<file path="src/rtl/winreg_pkg.sv">
package winreg_pkg;
    localparam int OPND_W = 3;   // operand field width
    localparam int SWAP_W = 3;   // width of swap window number
    localparam int WIN_REGS = 1 << OPND_W;
endpackage

</file>
<file path="src/rtl/winreg_idx.sv">
module winreg_idx #(
    parameter int WIN_W = 2
) (
    input  logic [WIN_W-1:0]                      win,
    input  logic [winreg_pkg::OPND_W-1:0]         opnd,
    output logic [WIN_W+winreg_pkg::OPND_W-1:0]   phys
);
    always_comb phys = {win, opnd};
endmodule

</file>
<file path="src/rtl/winreg_ctl.sv">
module winreg_ctl #(
    parameter int NUM_WIN = 4,
    localparam int WIN_W = $clog2(NUM_WIN)
) (
    input  logic                          clk,
    input  logic                          rst_n,
    input  logic                          swap_en,
    input  logic [winreg_pkg::SWAP_W-1:0] swap_win,
    output logic [WIN_W-1:0]              win_q_o,
    output logic                          err_o
);
    import winreg_pkg::*;
    localparam logic [SWAP_W-1:0] WIN_LIMIT = SWAP_W'(NUM_WIN);

    typedef struct packed {
        logic [WIN_W-1:0] win;
        logic             err;
    } ctl_t;

    ctl_t st_d, st_q;
    logic in_range;

    always_comb begin
        in_range = (swap_win < WIN_LIMIT);
        st_d     = st_q;
        st_d.err = 1'b0;
        if (swap_en) begin
            if (in_range) st_d.win = swap_win[WIN_W-1:0];
            else          st_d.err = 1'b1;
        end
    end

    always_ff @(posedge clk or negedge rst_n) begin
        if (!rst_n) st_q <= '0;
        else        st_q <= st_d;
    end

    assign win_q_o = st_q.win;
    assign err_o   = st_q.err;

    AST_SWAP_VALID: assert property (@(posedge clk) disable iff (!rst_n)
        swap_en && (swap_win < WIN_LIMIT) |=> (win_q_o == $past(swap_win[WIN_W-1:0])) && !err_o);
    AST_SWAP_REFUSED: assert property (@(posedge clk) disable iff (!rst_n)
        swap_en && (swap_win >= WIN_LIMIT) |=> $stable(win_q_o) && err_o);
    AST_WIN_HOLD: assert property (@(posedge clk) disable iff (!rst_n)
        !swap_en |=> $stable(win_q_o) && !err_o);
endmodule

</file>
<file path="src/rtl/winreg_bank.sv">
module winreg_bank #(
    parameter int NUM_REGS = 32,
    parameter int DATA_W   = 16,
    localparam int IDX_W   = $clog2(NUM_REGS)
) (
    input  logic              clk,
    input  logic              rst_n,
    input  logic [IDX_W-1:0]  rd_a_phys,
    output logic [DATA_W-1:0] rd_a_data,
    input  logic [IDX_W-1:0]  rd_b_phys,
    output logic [DATA_W-1:0] rd_b_data,
    input  logic [IDX_W-1:0]  mv_src_phys,
    input  logic              wr_en,
    input  logic [IDX_W-1:0]  wr_phys,
    input  logic [DATA_W-1:0] wr_data,
    input  logic              mv_en,
    input  logic [IDX_W-1:0]  mv_dst
);
    logic [DATA_W-1:0] regs_d [NUM_REGS];
    logic [DATA_W-1:0] regs_q [NUM_REGS];
    logic [DATA_W-1:0] mv_val;

    always_comb begin
        mv_val    = regs_q[mv_src_phys];
        rd_a_data = regs_q[rd_a_phys];
        rd_b_data = regs_q[rd_b_phys];
        for (int i = 0; i < NUM_REGS; i++) regs_d[i] = regs_q[i];
        if (wr_en) regs_d[wr_phys] = wr_data;
        if (mv_en) regs_d[mv_dst]  = mv_val;   // move overrides write on collision
    end

    generate
        for (genvar g = 0; g < NUM_REGS; g++) begin : g_reg
            always_ff @(posedge clk or negedge rst_n) begin
                if (!rst_n) regs_q[g] <= '0;
                else        regs_q[g] <= regs_d[g];
            end
        end
    endgenerate

    AST_WRITE_LANDS: assert property (@(posedge clk) disable iff (!rst_n)
        wr_en && !(mv_en && (mv_dst == wr_phys)) |=> regs_q[$past(wr_phys)] == $past(wr_data));
    AST_MOVE_WINS: assert property (@(posedge clk) disable iff (!rst_n)
        mv_en |=> regs_q[$past(mv_dst)] == $past(regs_q[mv_src_phys]));
endmodule

</file>
<file path="src/rtl/winreg_file.sv">
module winreg_file #(
    parameter int NUM_WIN = 4,
    parameter int DATA_W  = 16,
    localparam int WIN_W    = $clog2(NUM_WIN),
    localparam int PHYS_W   = WIN_W + winreg_pkg::OPND_W,
    localparam int NUM_REGS = NUM_WIN * winreg_pkg::WIN_REGS
) (
    input  logic                          clk,
    input  logic                          rst_n,
    input  logic [winreg_pkg::OPND_W-1:0] rd_a_idx,
    output logic [DATA_W-1:0]             rd_a_data,
    input  logic [winreg_pkg::OPND_W-1:0] rd_b_idx,
    output logic [DATA_W-1:0]             rd_b_data,
    input  logic                          wr_en,
    input  logic [winreg_pkg::OPND_W-1:0] wr_idx,
    input  logic [DATA_W-1:0]             wr_data,
    input  logic                          swap_en,
    input  logic [winreg_pkg::SWAP_W-1:0] swap_win,
    input  logic                          mv_en,
    input  logic [winreg_pkg::OPND_W-1:0] mv_src_idx,
    input  logic [PHYS_W-1:0]             mv_dst,
    output logic [WIN_W-1:0]              active_win,
    output logic                          swap_err
);
    import winreg_pkg::*;
    localparam int N_OPND = 4;   // read A, read B, write, move source

    logic [WIN_W-1:0]  win_q;
    logic [OPND_W-1:0] opnd [N_OPND];
    logic [PHYS_W-1:0] phys [N_OPND];

    always_comb begin
        opnd[0] = rd_a_idx;
        opnd[1] = rd_b_idx;
        opnd[2] = wr_idx;
        opnd[3] = mv_src_idx;
    end

    generate
        for (genvar g = 0; g < N_OPND; g++) begin : g_idx
            winreg_idx #(.WIN_W(WIN_W)) u_idx (
                .win  (win_q),
                .opnd (opnd[g]),
                .phys (phys[g])
            );
        end
    endgenerate

    winreg_ctl #(.NUM_WIN(NUM_WIN)) u_ctl (
        .clk      (clk),
        .rst_n    (rst_n),
        .swap_en  (swap_en),
        .swap_win (swap_win),
        .win_q_o  (win_q),
        .err_o    (swap_err)
    );

    winreg_bank #(.NUM_REGS(NUM_REGS), .DATA_W(DATA_W)) u_bank (
        .clk         (clk),
        .rst_n       (rst_n),
        .rd_a_phys   (phys[0]),
        .rd_a_data   (rd_a_data),
        .rd_b_phys   (phys[1]),
        .rd_b_data   (rd_b_data),
        .mv_src_phys (phys[3]),
        .wr_en       (wr_en),
        .wr_phys     (phys[2]),
        .wr_data     (wr_data),
        .mv_en       (mv_en),
        .mv_dst      (mv_dst)
    );

    assign active_win = win_q;

    AST_MOVE_KEEPS_WIN: assert property (@(posedge clk) disable iff (!rst_n)
        mv_en && !swap_en |=> $stable(active_win));
    AST_SAME_WIN_NOERR: assert property (@(posedge clk) disable iff (!rst_n)
        swap_en && (swap_win == 3'(active_win)) |=> $stable(active_win) && !swap_err);
endmodule

</file>
<file path="config.mk">
export PLATFORM = sky130hd
export DESIGN_NAME = winreg_file
export DESIGN_NICKNAME = d
export VERILOG_FILES = /design/src/rtl/winreg_pkg.sv /design/src/rtl/winreg_idx.sv /design/src/rtl/winreg_ctl.sv /design/src/rtl/winreg_bank.sv /design/src/rtl/winreg_file.sv
export SDC_FILE = /design/constraint.sdc
export NUM_CORES = 1
export LEC_CHECK = 0
export BUFFER_PORTS_ARGS = -buffer_cell sky130_fd_sc_hd__buf_4
export CAP_MARGIN = 20
export CORE_MARGIN = 3
export CORE_UTILIZATION = 55
export CTS_CLUSTER_DIAMETER = 100
export CTS_CLUSTER_SIZE = 8
export DETAILED_ROUTE_END_ITERATION = 10
export PLACE_DENSITY = 0.71
export SLEW_MARGIN = 20
export SYNTH_ARGS = -nofsm -noshare
export SYNTH_HDL_FRONTEND = slang
export SYNTH_SLANG_ARGS = --single-unit
</file>
<file path="constraint.sdc">
create_clock -name clk -period 3.5 [get_ports clk]
set_input_delay 0.7 -clock clk [delete_from_list [all_inputs] [get_ports clk]]
set_output_delay 0.7 -clock clk [all_outputs]
set_load 0.005 [all_outputs]
</file>
==> impl_results.md <==
- Status: complete, no violations
- DRC errors left: 0
- Nets: between 3000 and 4000
- Chip height: 264.8 um
- Pwr/cell area: 711.9 nW/um^2
- Via density per instance: about 7.4
- Syn Std Cell Area: about 37000 sq um
- Hpwl dp: 85890 um
- Worst-Margin Slew: around 1.1 ns
- Rows: 94
- Ys async rst share: 1.000
- Syn nets: around 3100
- # IOs: 76
- CP max FO: 40
- Vias in the first global route: approximately 30000
- Clk buf depth: 3
- Sinks on Clock Net: about 520
- Routed wire length per instance: approximately 33 um
- Crit path arrival time: between 2 and 3 ns
- Post-synth top cells: mux2i_1, dfrtp_1, mux4_2, nand2_1, mux2_2
- Critical setup path kind: in -> out
- Post-synth EDFFs: 0
- CTS root buffer: clkbuf_16
- Hold slack: approximately 0.093 ns
- Global-route wire length before repair: about 190000 um
- Clock Pin Slew Worst Setup and Hold Paths: 0.05 ns
- Layout cells sized above 1: 0.3252
- H-tree lvl count: 3
- Area growth syn-to-layout: 11.88%
- Die area: between 70000 and 80000 sq um
- Placed insts: just under 4000
- Place WS: -0.004103 ns
- Slew Limit Fails: 0
- Placed cell areas: approximately 40000 sq um
- Setup TNS: 0 ns
- RSZ-0062 raised after global routing: false
- Final Skew: slightly below 0.02 ns
- Worst Hold Class: in -> async
- Slew Limit Headroom: 0.2905
- Distinct cells, synth: 27
- Latest clock arrival within the worst-skew pair: just over 0.6 ns
- Max-capacitance violation count: 0
- Global route total overflow: 0
- Leading register cell type out of synthesis: dfrtp_1
- Yosys top cell area share: 0.3500
- Final ANT Viol Nets: 0
- Synth area leader: dfrtp_1
- Fmax: just under 300 MHz
- # setup viols final: 0
- Data required, critical path: around 2.8 ns
- Die W: between 200 and 300 um
- VDD IR-drop max: about 0.00035 V
- Post-route setup slack: between 0.03 and 0.04 ns
- Fin cells: slightly below 4000
- Routed WL: 131500 um
- Core Area: around 66000 sq um
- First-pass iteration count of the detailed router: 9
- R2R Setup Slk: 0.59 ns
- Port bufs: between 70 and 80
- Inserted Clock Buffers: 74
- Iteration-0 DRC Markers: just under 4000
- Total power: ~29 mW
- Post-CTS Hold Buffers: 0
- Largest net degree at the start of global routing: 101
- Antenna violations before repair: 11
- Tot GR Track Use: 0.3704
- Crit end category: output port
- CTS tree: built
- Fin util: 0.6233
- Via count: between 20000 and 30000
- CP Launch Type: input port
- Minimum clock period: 3.462 ns
- Gpl congestion: about 0.97
- #FFs+latches synth: slightly above 500
- Synth warnings: 0
- Top-count cell post-synth: mux2i_1
- Fin area: ~41000 sq um
- Synthesized instance count: a little over 3000
- Syn Area/Cell: between 10 and 15 sq um
- Starting Density: 0.5571
- Synth area leaders: dfrtp_1, mux2i_1, mux4_2
- Post-synthesis sequential area ratio: 0.3500
- Tcrit/Tclk final: 0.9893
- Final hold viol count: 0
- P_leak: slightly above 20 nW
[kinds of logic (layout without fill, tap and decap cells)]
group | count (synthesis) | in the layout | synth area share
multiplexers | 1378 | 1378 | 0.4932
flip-flops | 515 | 515 | 0.3500
AND/OR/NAND/NOR | 456 | 456 | 0.05348
AO/OA/AOI/OAI | 384 | 384 | 0.05980
buffers and inverters | 353 | 370 | 0.04356
other | 0 | 6 | 0
[state kept, by name, indices dropped and copies added (netlist names)]
signal	count
u_ctl.win_q_o	2
u_ctl.err_o	1
u_bank.regs_q	512
[power breakdown]
group	internal [mW]	switching, mW
combinational	6.35	4.98
clock	3.93	2.63
sequential	8.43	3.00
total	18.7	10.6
[worst max-delay path, cell delays in order]
cell	delay, ns
buf_8	0.13
buf_12	0.31
mux4_2	0.57
mux4_2	0.55
mux2_2	0.30
buf_4	0.14
[layer usage]
layer | GRT usage | share of wire
met1 | 0.4746 | 0.36
met2 | 0.5609 | 0.45
met3 | 0.1045 | 0.12
met4 | 0.2308 | 0.071
met5 | 0 | 0.00034
[repair_timing]
action	in CTS	in global routing
pin swaps	0	0
buffers inserted	0	1
gates resized for setup	1	3
endpoints found under the setup margin	1	4
cloned	0	2
[layout make-up]
| class | count | area (sq um) |
|---|---|---|
| flip-flops and latches | 515 | 12890 |
| fillers | 4958 | 24900 |
| multi-input cells | 2218 | 22400 |
| clock inverters | 2 | 16.27 |
| diodes | 6 | 15.01 |
| clock buffers | 80 | 1981 |
| well taps | 864 | 1081 |
| repair buffers | 288 | 2816 |
[worst paths after layout]
check	start	end	depth (start not counted)
worst max-delay path	rd_a_idx[0]	rd_a_data[14]	6
worst min-delay path	rst_n	u_bank.regs_q[267]$_DFF_PN0_	1
worst max register to register	u_ctl.win_q_o[1]$_DFFE_PN0P_	u_bank.regs_q[394]$_DFF_PN0_	6
worst min register to register	u_bank.regs_q[106]$_DFF_PN0_	u_bank.regs_q[106]$_DFF_PN0_	2
max in group asynchronous	rst_n	u_bank.regs_q[132]$_DFF_PN0_	2
min in group clk	swap_win[1]	u_ctl.win_q_o[1]$_DFFE_PN0P_	2
[cell usage in the layout (no fill, tap or decap), drive strengths merged, types with 4 or more instances in the layout]
| master | count |
|---|---|
| diode | 6 |
| nor2 | 25 |
| o21ai | 256 |
| mux2 | 290 |
| nor3 | 4 |
| a21oi | 16 |
| clkbuf | 82 |
| nand3 | 68 |
| nor2b | 7 |
| nand2 | 320 |
| mux4 | 320 |
| buf | 286 |
| and4 | 16 |
| mux2i | 768 |
| a22oi | 112 |
| nand2b | 6 |
| dfrtp | 515 |
Note: power is estimated with default switching activity, not from simulation.
